File: src/rtl/mulx_pkg.sv
// Shared types and field codes of the multiply unit.
// Assumes the standard 32-bit register-register instruction layout.
package mulx_pkg;

    // Opcode and funct7 values that mark the multiply/divide group.
    localparam logic [6:0] OPC_REG_ARITH = 7'b0110011;
    localparam logic [6:0] F7_MULDIV     = 7'b0000001;

    // Internal operation kind, taken from funct3[1:0] once a multiply is known.
    typedef enum logic [1:0] {
        MK_LOW  = 2'b00,   // low word, signedness does not matter
        MK_HSS  = 2'b01,   // high word, signed x signed
        MK_HSU  = 2'b10,   // high word, signed x unsigned
        MK_HUU  = 2'b11    // high word, unsigned x unsigned
    } mul_kind_e;

endpackage

File: src/rtl/mulx_decode.sv
// Field decoder: finds out whether the presented fields name a multiply
// and which of the four kinds it is. Purely combinational.
// Assumes funct3[2]=1 is the divide group, which is handled elsewhere.
module mulx_decode
    import mulx_pkg::*;
(
    input  logic [6:0] opcode_i,
    input  logic [6:0] funct7_i,
    input  logic [2:0] funct3_i,
    input  logic [4:0] rd_i,
    output logic       is_mul_o,
    output mul_kind_e  kind_o,
    output logic       rd_nz_o
);

    // Classify the request and pick the operation kind.
    always_comb begin
        is_mul_o = (opcode_i == OPC_REG_ARITH) && (funct7_i == F7_MULDIV) && !funct3_i[2];
        kind_o   = mul_kind_e'(funct3_i[1:0]);
        rd_nz_o  = (rd_i != 5'd0);
    end

endmodule

File: src/rtl/mulx_sign_prep.sv
// Operand conditioning: for each operand that the kind treats as signed,
// replaces it with its absolute value and records the sign of the product.
// Assumes the most negative value keeps its bit pattern, which is the
// correct unsigned magnitude (2^(W-1)).
module mulx_sign_prep
    import mulx_pkg::*;
#(
    parameter int W = 32
) (
    input  logic [W-1:0] a_i,
    input  logic [W-1:0] b_i,
    input  mul_kind_e    kind_i,
    output logic [W-1:0] mag_a_o,
    output logic [W-1:0] mag_b_o,
    output logic         neg_o
);

    logic a_signed, b_signed, a_neg, b_neg;

    // Decide the signedness of each operand from the kind.
    always_comb begin
        a_signed = (kind_i == MK_HSS) || (kind_i == MK_HSU);
        b_signed = (kind_i == MK_HSS);
        a_neg    = a_signed && a_i[W-1];
        b_neg    = b_signed && b_i[W-1];
    end

    // Form the magnitudes and the sign of the product.
    always_comb begin
        mag_a_o = a_neg ? (~a_i + 1'b1) : a_i;
        mag_b_o = b_neg ? (~b_i + 1'b1) : b_i;
        neg_o   = a_neg ^ b_neg;
    end

endmodule

File: src/rtl/mulx_shift_core.sv
// Unsigned shift-and-add multiplier. Each step retires STEP bits of the
// multiplier, and after W/STEP steps prod_o holds the full 2W-bit product.
// Assumes W is a multiple of STEP and STEP < W.
module mulx_shift_core #(
    parameter int W    = 32,
    parameter int STEP = 4
) (
    input  logic           clk,
    input  logic           rst_n,
    input  logic           load_i,
    input  logic           step_i,
    input  logic [W-1:0]   mcand_i,
    input  logic [W-1:0]   mplier_i,
    output logic [2*W-1:0] prod_o
);

    localparam int SW = W + STEP;

    logic [2*W-1:0] prod_q;
    logic [W-1:0]   mcand_q;
    logic [SW-1:0]  term [STEP];
    logic [SW-1:0]  upper_sum;
    logic [2*W-1:0] prod_next;

    // One shifted copy of the multiplicand for each multiplier bit of a step.
    for (genvar j = 0; j < STEP; j++) begin : g_term
        assign term[j] = prod_q[j] ? ({{STEP{1'b0}}, mcand_q} << j) : '0;
    end

    // Add the partial products to the upper word, then shift right by STEP.
    always_comb begin
        upper_sum = {{STEP{1'b0}}, prod_q[2*W-1:W]};
        for (int j = 0; j < STEP; j++) begin
            upper_sum = upper_sum + term[j];
        end
        prod_next = {upper_sum, prod_q[W-1:STEP]};
    end

    // Load the operands or advance one step.
    always_ff @(posedge clk) begin
        if (!rst_n) begin
            prod_q  <= '0;
            mcand_q <= '0;
        end else if (load_i) begin
            prod_q  <= {{W{1'b0}}, mplier_i};
            mcand_q <= mcand_i;
        end else if (step_i) begin
            prod_q  <= prod_next;
        end
    end

    assign prod_o = prod_q;

endmodule

File: src/rtl/mulx_result_sel.sv
// Output stage: puts the recorded sign back on the unsigned product and
// returns the low or the high word, depending on the kind.
// Assumes the magnitude product fits in 2W-1 bits whenever neg_i is set.
module mulx_result_sel
    import mulx_pkg::*;
#(
    parameter int W = 32
) (
    input  logic [2*W-1:0] prod_i,
    input  logic           neg_i,
    input  mul_kind_e      kind_i,
    output logic [W-1:0]   result_o
);

    logic [2*W-1:0] signed_prod;

    // Apply the sign correction and select the word.
    always_comb begin
        signed_prod = neg_i ? (~prod_i + 1'b1) : prod_i;
        result_o    = (kind_i == MK_LOW) ? signed_prod[W-1:0] : signed_prod[2*W-1:W];
    end

endmodule

File: src/rtl/mulx_unit.sv
// Multiply unit top: decodes the request, conditions the operands, runs the
// iterative core for XLEN/STEP_BITS cycles and pulses done with the result.
// Assumes the issuer holds off new work until done; an early start is dropped.
module mulx_unit
    import mulx_pkg::*;
#(
    parameter int XLEN      = 32,
    parameter int STEP_BITS = 4
) (
    input  logic            clk,
    input  logic            rst_n,
    input  logic            start_i,
    input  logic [6:0]      opcode_i,
    input  logic [6:0]      funct7_i,
    input  logic [2:0]      funct3_i,
    input  logic [4:0]      rd_i,
    input  logic [XLEN-1:0] op_a_i,
    input  logic [XLEN-1:0] op_b_i,
    output logic [XLEN-1:0] result_o,
    output logic            done_o,
    output logic            wr_en_o
);

    localparam int ITER = XLEN / STEP_BITS;
    localparam int CW   = $clog2(ITER + 1);

    logic            is_mul, rd_nz, neg_now, accept;
    mul_kind_e       kind_now, kind_q;
    logic [XLEN-1:0] mag_a, mag_b;
    logic [2*XLEN-1:0] prod;
    logic            busy_q, neg_q, rd_nz_q, done_q, wr_q;
    logic [CW-1:0]   cnt_q;

    mulx_decode u_dec (
        .opcode_i (opcode_i),
        .funct7_i (funct7_i),
        .funct3_i (funct3_i),
        .rd_i     (rd_i),
        .is_mul_o (is_mul),
        .kind_o   (kind_now),
        .rd_nz_o  (rd_nz)
    );

    mulx_sign_prep #(.W(XLEN)) u_prep (
        .a_i     (op_a_i),
        .b_i     (op_b_i),
        .kind_i  (kind_now),
        .mag_a_o (mag_a),
        .mag_b_o (mag_b),
        .neg_o   (neg_now)
    );

    // A new operation begins only when the unit is idle.
    assign accept = start_i && is_mul && !busy_q;

    mulx_shift_core #(.W(XLEN), .STEP(STEP_BITS)) u_core (
        .clk      (clk),
        .rst_n    (rst_n),
        .load_i   (accept),
        .step_i   (busy_q),
        .mcand_i  (mag_a),
        .mplier_i (mag_b),
        .prod_o   (prod)
    );

    mulx_result_sel #(.W(XLEN)) u_sel (
        .prod_i   (prod),
        .neg_i    (neg_q),
        .kind_i   (kind_q),
        .result_o (result_o)
    );

    // Sequence control: capture on accept, count steps, pulse done at the end.
    always_ff @(posedge clk) begin
        if (!rst_n) begin
            busy_q  <= 1'b0;
            cnt_q   <= '0;
            kind_q  <= MK_LOW;
            neg_q   <= 1'b0;
            rd_nz_q <= 1'b0;
            done_q  <= 1'b0;
            wr_q    <= 1'b0;
        end else begin
            done_q <= 1'b0;
            wr_q   <= 1'b0;
            if (accept) begin
                busy_q  <= 1'b1;
                cnt_q   <= '0;
                kind_q  <= kind_now;
                neg_q   <= neg_now;
                rd_nz_q <= rd_nz;
            end else if (busy_q) begin
                cnt_q <= cnt_q + 1'b1;
                if (cnt_q == CW'(ITER - 1)) begin
                    busy_q <= 1'b0;
                    done_q <= 1'b1;
                    wr_q   <= rd_nz_q;
                end
            end
        end
    end

    assign done_o  = done_q;
    assign wr_en_o = wr_q;

endmodule

File: config.mk
export PLATFORM = sky130hd
export DESIGN_NAME = mulx_unit
export DESIGN_NICKNAME = d
export VERILOG_FILES = /design/src/rtl/mulx_pkg.sv /design/src/rtl/mulx_decode.sv /design/src/rtl/mulx_sign_prep.sv /design/src/rtl/mulx_shift_core.sv /design/src/rtl/mulx_result_sel.sv /design/src/rtl/mulx_unit.sv
export SDC_FILE = /design/constraint.sdc
export NUM_CORES = 1
export LEC_CHECK = 0
export BUFFER_PORTS_ARGS = -buffer_cell sky130_fd_sc_hd__buf_2
export CELL_PAD_IN_SITES_DETAIL_PLACEMENT = 0
export CELL_PAD_IN_SITES_GLOBAL_PLACEMENT = 1
export CORE_MARGIN = 2
export CORE_UTILIZATION = 46
export DETAILED_ROUTE_END_ITERATION = 8
export GPL_TIMING_DRIVEN = 1
export PLACE_DENSITY = 0.82
export SLEW_MARGIN = 10
export SYNTH_ARGS = -nofsm -noshare
export SYNTH_HDL_FRONTEND = slang
export SYNTH_HIERARCHICAL = 1
export SYNTH_SLANG_ARGS = --single-unit
File: constraint.sdc
create_clock -name clk -period 6.3 [get_ports clk]
set_input_delay 0.63 -clock clk [delete_from_list [all_inputs] [get_ports clk]]
set_output_delay 0.63 -clock clk [all_outputs]
set_load 0.1 [all_outputs]
==> reports/qor.csv <==
metric,value,unit
cts_root_buf,clkbuf_16,
rows,61,
critPathSlowestCell,fa_1,
yosysSeqAreaShare,0.164,
p_per_area,102,nW/µm²
clk_latency,0.36,ns
fp.dieArea,29700,µm²
crit_family,adder cells,
leakage,6.39,nW
cts_hold_buf,0,
fin_hold_ws,0.459,ns
final_cell_area,14200,µm²
dpl.cell_count,2115,
drive_gt1_frac,0.110,
synthesis.area,13000,µm²
setup.worst_path.end,u_core/prod_o[60],
fill_cells,2813,
antenna_left,0,
grt_overflow_total,0,
clkSinkCount,107,
timing.rr.start,u_core/prod_o[3],
drc,0,
holdCritPathClass,register to register,
period_share,0.794,
grt_max_degree,74,
vdd.ir_drop.worst,153,µV
htree_levels,3,
post-cts-setup-buffer-count,0,
ios,123,
setup_ws,1.30,ns
path_cells,buf_4 -> nand2_1 -> fa_1 -> inv_1 -> fa_1 -> inv_1 -> fa_1 -> inv_1 -> ha_1 -> a21o_1 -> a221oi_1 -> o221ai_1 -> a211oi_2 -> o41ai_1 -> xnor2_1 -> o21ai_1,
chipWidth,172,µm
synthFlopType,dfxtp_1,
maxCapViolations,0,
instances_no_fill,2131,
routedWlPerCell,17.9,µm
syn_to_final_growth,8.62,%
worst_pin_slew,0.910,ns
netlist.area_leader.share,0.164,
end_kind,register,
cts_resized,0,
final_core_utilization,0.508,
critPathBufInv,4,
slew_viol_final,0,
hold_violations,0,
path_depth,16,
netlist_instances,1690,
start_util,0.468,
antenna_found_initial,0,
synth-edff-count,0,
track_usage,0.264,
r2r-end,u_core/prod_o[60],
p_total,1.45,mW
critPathArrivalTime,5.24,ns
synth_cell_types,86,
placed_area,13800,µm²
crit_fanout,28,
wirelength,38100,µm
dpl_worst_slack,1.33,ns
finalSetupViolCount,0,
async_flop_share,0,
setup.worst_path.start_class,register,
grt_pass1_vias,11211,
startpoint,u_core/prod_o[3],
fin_nets,1975,
fmax,0.200,GHz
skew,0.00579,ns
grt_pass1_wl,61300,µm
coreArea,27900,µm²
ys_seq_elements,107,
drt-initial-drc-count,925,
required,6.53,ns
clk_pin_slew_worst_paths,0.07,ns
critPathMaxStageDelay,0.55,ns
drt-vias-per-instance,5.57,
yosysWarnings,6,
reg2reg_setup_slack,1.30,ns
r2r_cells,16,
gp_congestion,0.929,
worst-setup-path-type,register to register,
antenna_cells,0,
yosys-top-cells-area,"dfxtp_1 (16%), fa_1 (14%), mux2i_1 (7.1%), nand2_1 (6.4%), inv_1 (6.0%)",
setup_tns,0,ns
numCtsBuffers,9,
rsz0062_at_grt,false,
die_y,172,µm
fin_crit,5.00,ns
cts_tree,done,
slew_headroom,0.391,
firstDrtPassIters,5,
status,finished clean,
yosys.area.top_type,dfxtp_1,
ctsLongestPathBuffers,2,
dp_hpwl,30300,µm
port_buffers,122,
syn_avg_cell_area,7.71,µm²
vias,11861,
synth_nets,1917,
[cell usage after synthesis (all sizes together), types with 15 or more instances]
cell type  count
fa            93
and2          80
buf           27
nand3         16
ha            45
clkbuf        59
or4           15
nand2        223
nor3          36
dfxtp        107
o41ai         16
nand4         16
a21oi         67
a21o          18
nor4          25
o31ai         28
xnor2         58
xor2          75
or3           22
inv          210
mux2i         93
nor2b         43
o21ai         97
nor2          98
[layout make-up]
class	count	area, µm²	area share
Timing Repair Buffer	133	693	0.0490
Sequential cell	107	2150	0.152
Inverter	211	793	0.0560
Tap cell	378	473	0.0334
Clock buffer	10	239	0.0169
Multi-Input combinational cell	1286	9720	0.687
Clock inverter	6	87.6	0.00619
[cell families after synthesis]
family	after synthesis	synth area share
and+or+nand+nor	618	0.246
AOI/OAI and AO/OA	304	0.153
buffers and inverters	297	0.0898
adders and majority gates	138	0.186
xor gates and xnor gates	133	0.0894
DFF	107	0.164
muxes	93	0.0714
[layer usage]
| layer | GRT usage | share of wire | wire [µm] |
|---|---|---|---|
| met4 | 0.0435 | 0.011 | 400 |
| met1 | 0.385 | 0.49 | 18500 |
| met2 | 0.420 | 0.45 | 17200 |
| met3 | 0.0366 | 0.053 | 2000 |
| met5 | 0 | 0 | 0 |
[worst min-delay path by stage]
stage / from / endpoint / slack (ns) / cells past startpoint
after detailed placement: rd_nz_q / wr_en_o / 0.44 / 1
final: rd_nz_q / wr_en_o / 0.46 / 1
after global routing: rd_nz_q / wr_en_o / 0.48 / 1
after CTS: rd_nz_q / wr_en_o / 0.46 / 1
after floorplan: rd_nz_q / wr_en_o / 0.43 / 1
after global placement: rd_nz_q / wr_en_o / 0.44 / 1
[flip-flops by register name, indices dropped and copies added, names as in the netlist]
name / flops
u_core/prod_o: 64
kind_q: 2
rd_nz_q: 1
busy_q: 1
wr_en_o: 1
done_o: 1
u_core/mcand_q: 32
cnt_q: 4
neg_q: 1
[power by group]
group / internal, mW / total (mW) / switching, mW
clock network: 0.361 / 0.637 / 0.277
registers: 0.675 / 0.675 / 0.0000146
logic: 0.0601 / 0.134 / 0.0741
total: 1.10 / 1.45 / 0.351
[layout by cell type (no fill, tap or decap), types with 43 or more instances in the layout]
| cell type | count |
|---|---|
| ha_1 | 45 |
| o21ai_0 | 78 |
| buf_2 | 122 |
| mux2i_1 | 93 |
| nor2b_1 | 43 |
| xnor2_1 | 58 |
| inv_1 | 209 |
| nand2_1 | 222 |
| dfxtp_1 | 105 |
| fa_1 | 93 |
| a21oi_1 | 64 |
| xor2_1 | 75 |
| nor2_1 | 97 |
| and2_1 | 80 |
(Power assumes the default switching activity.)
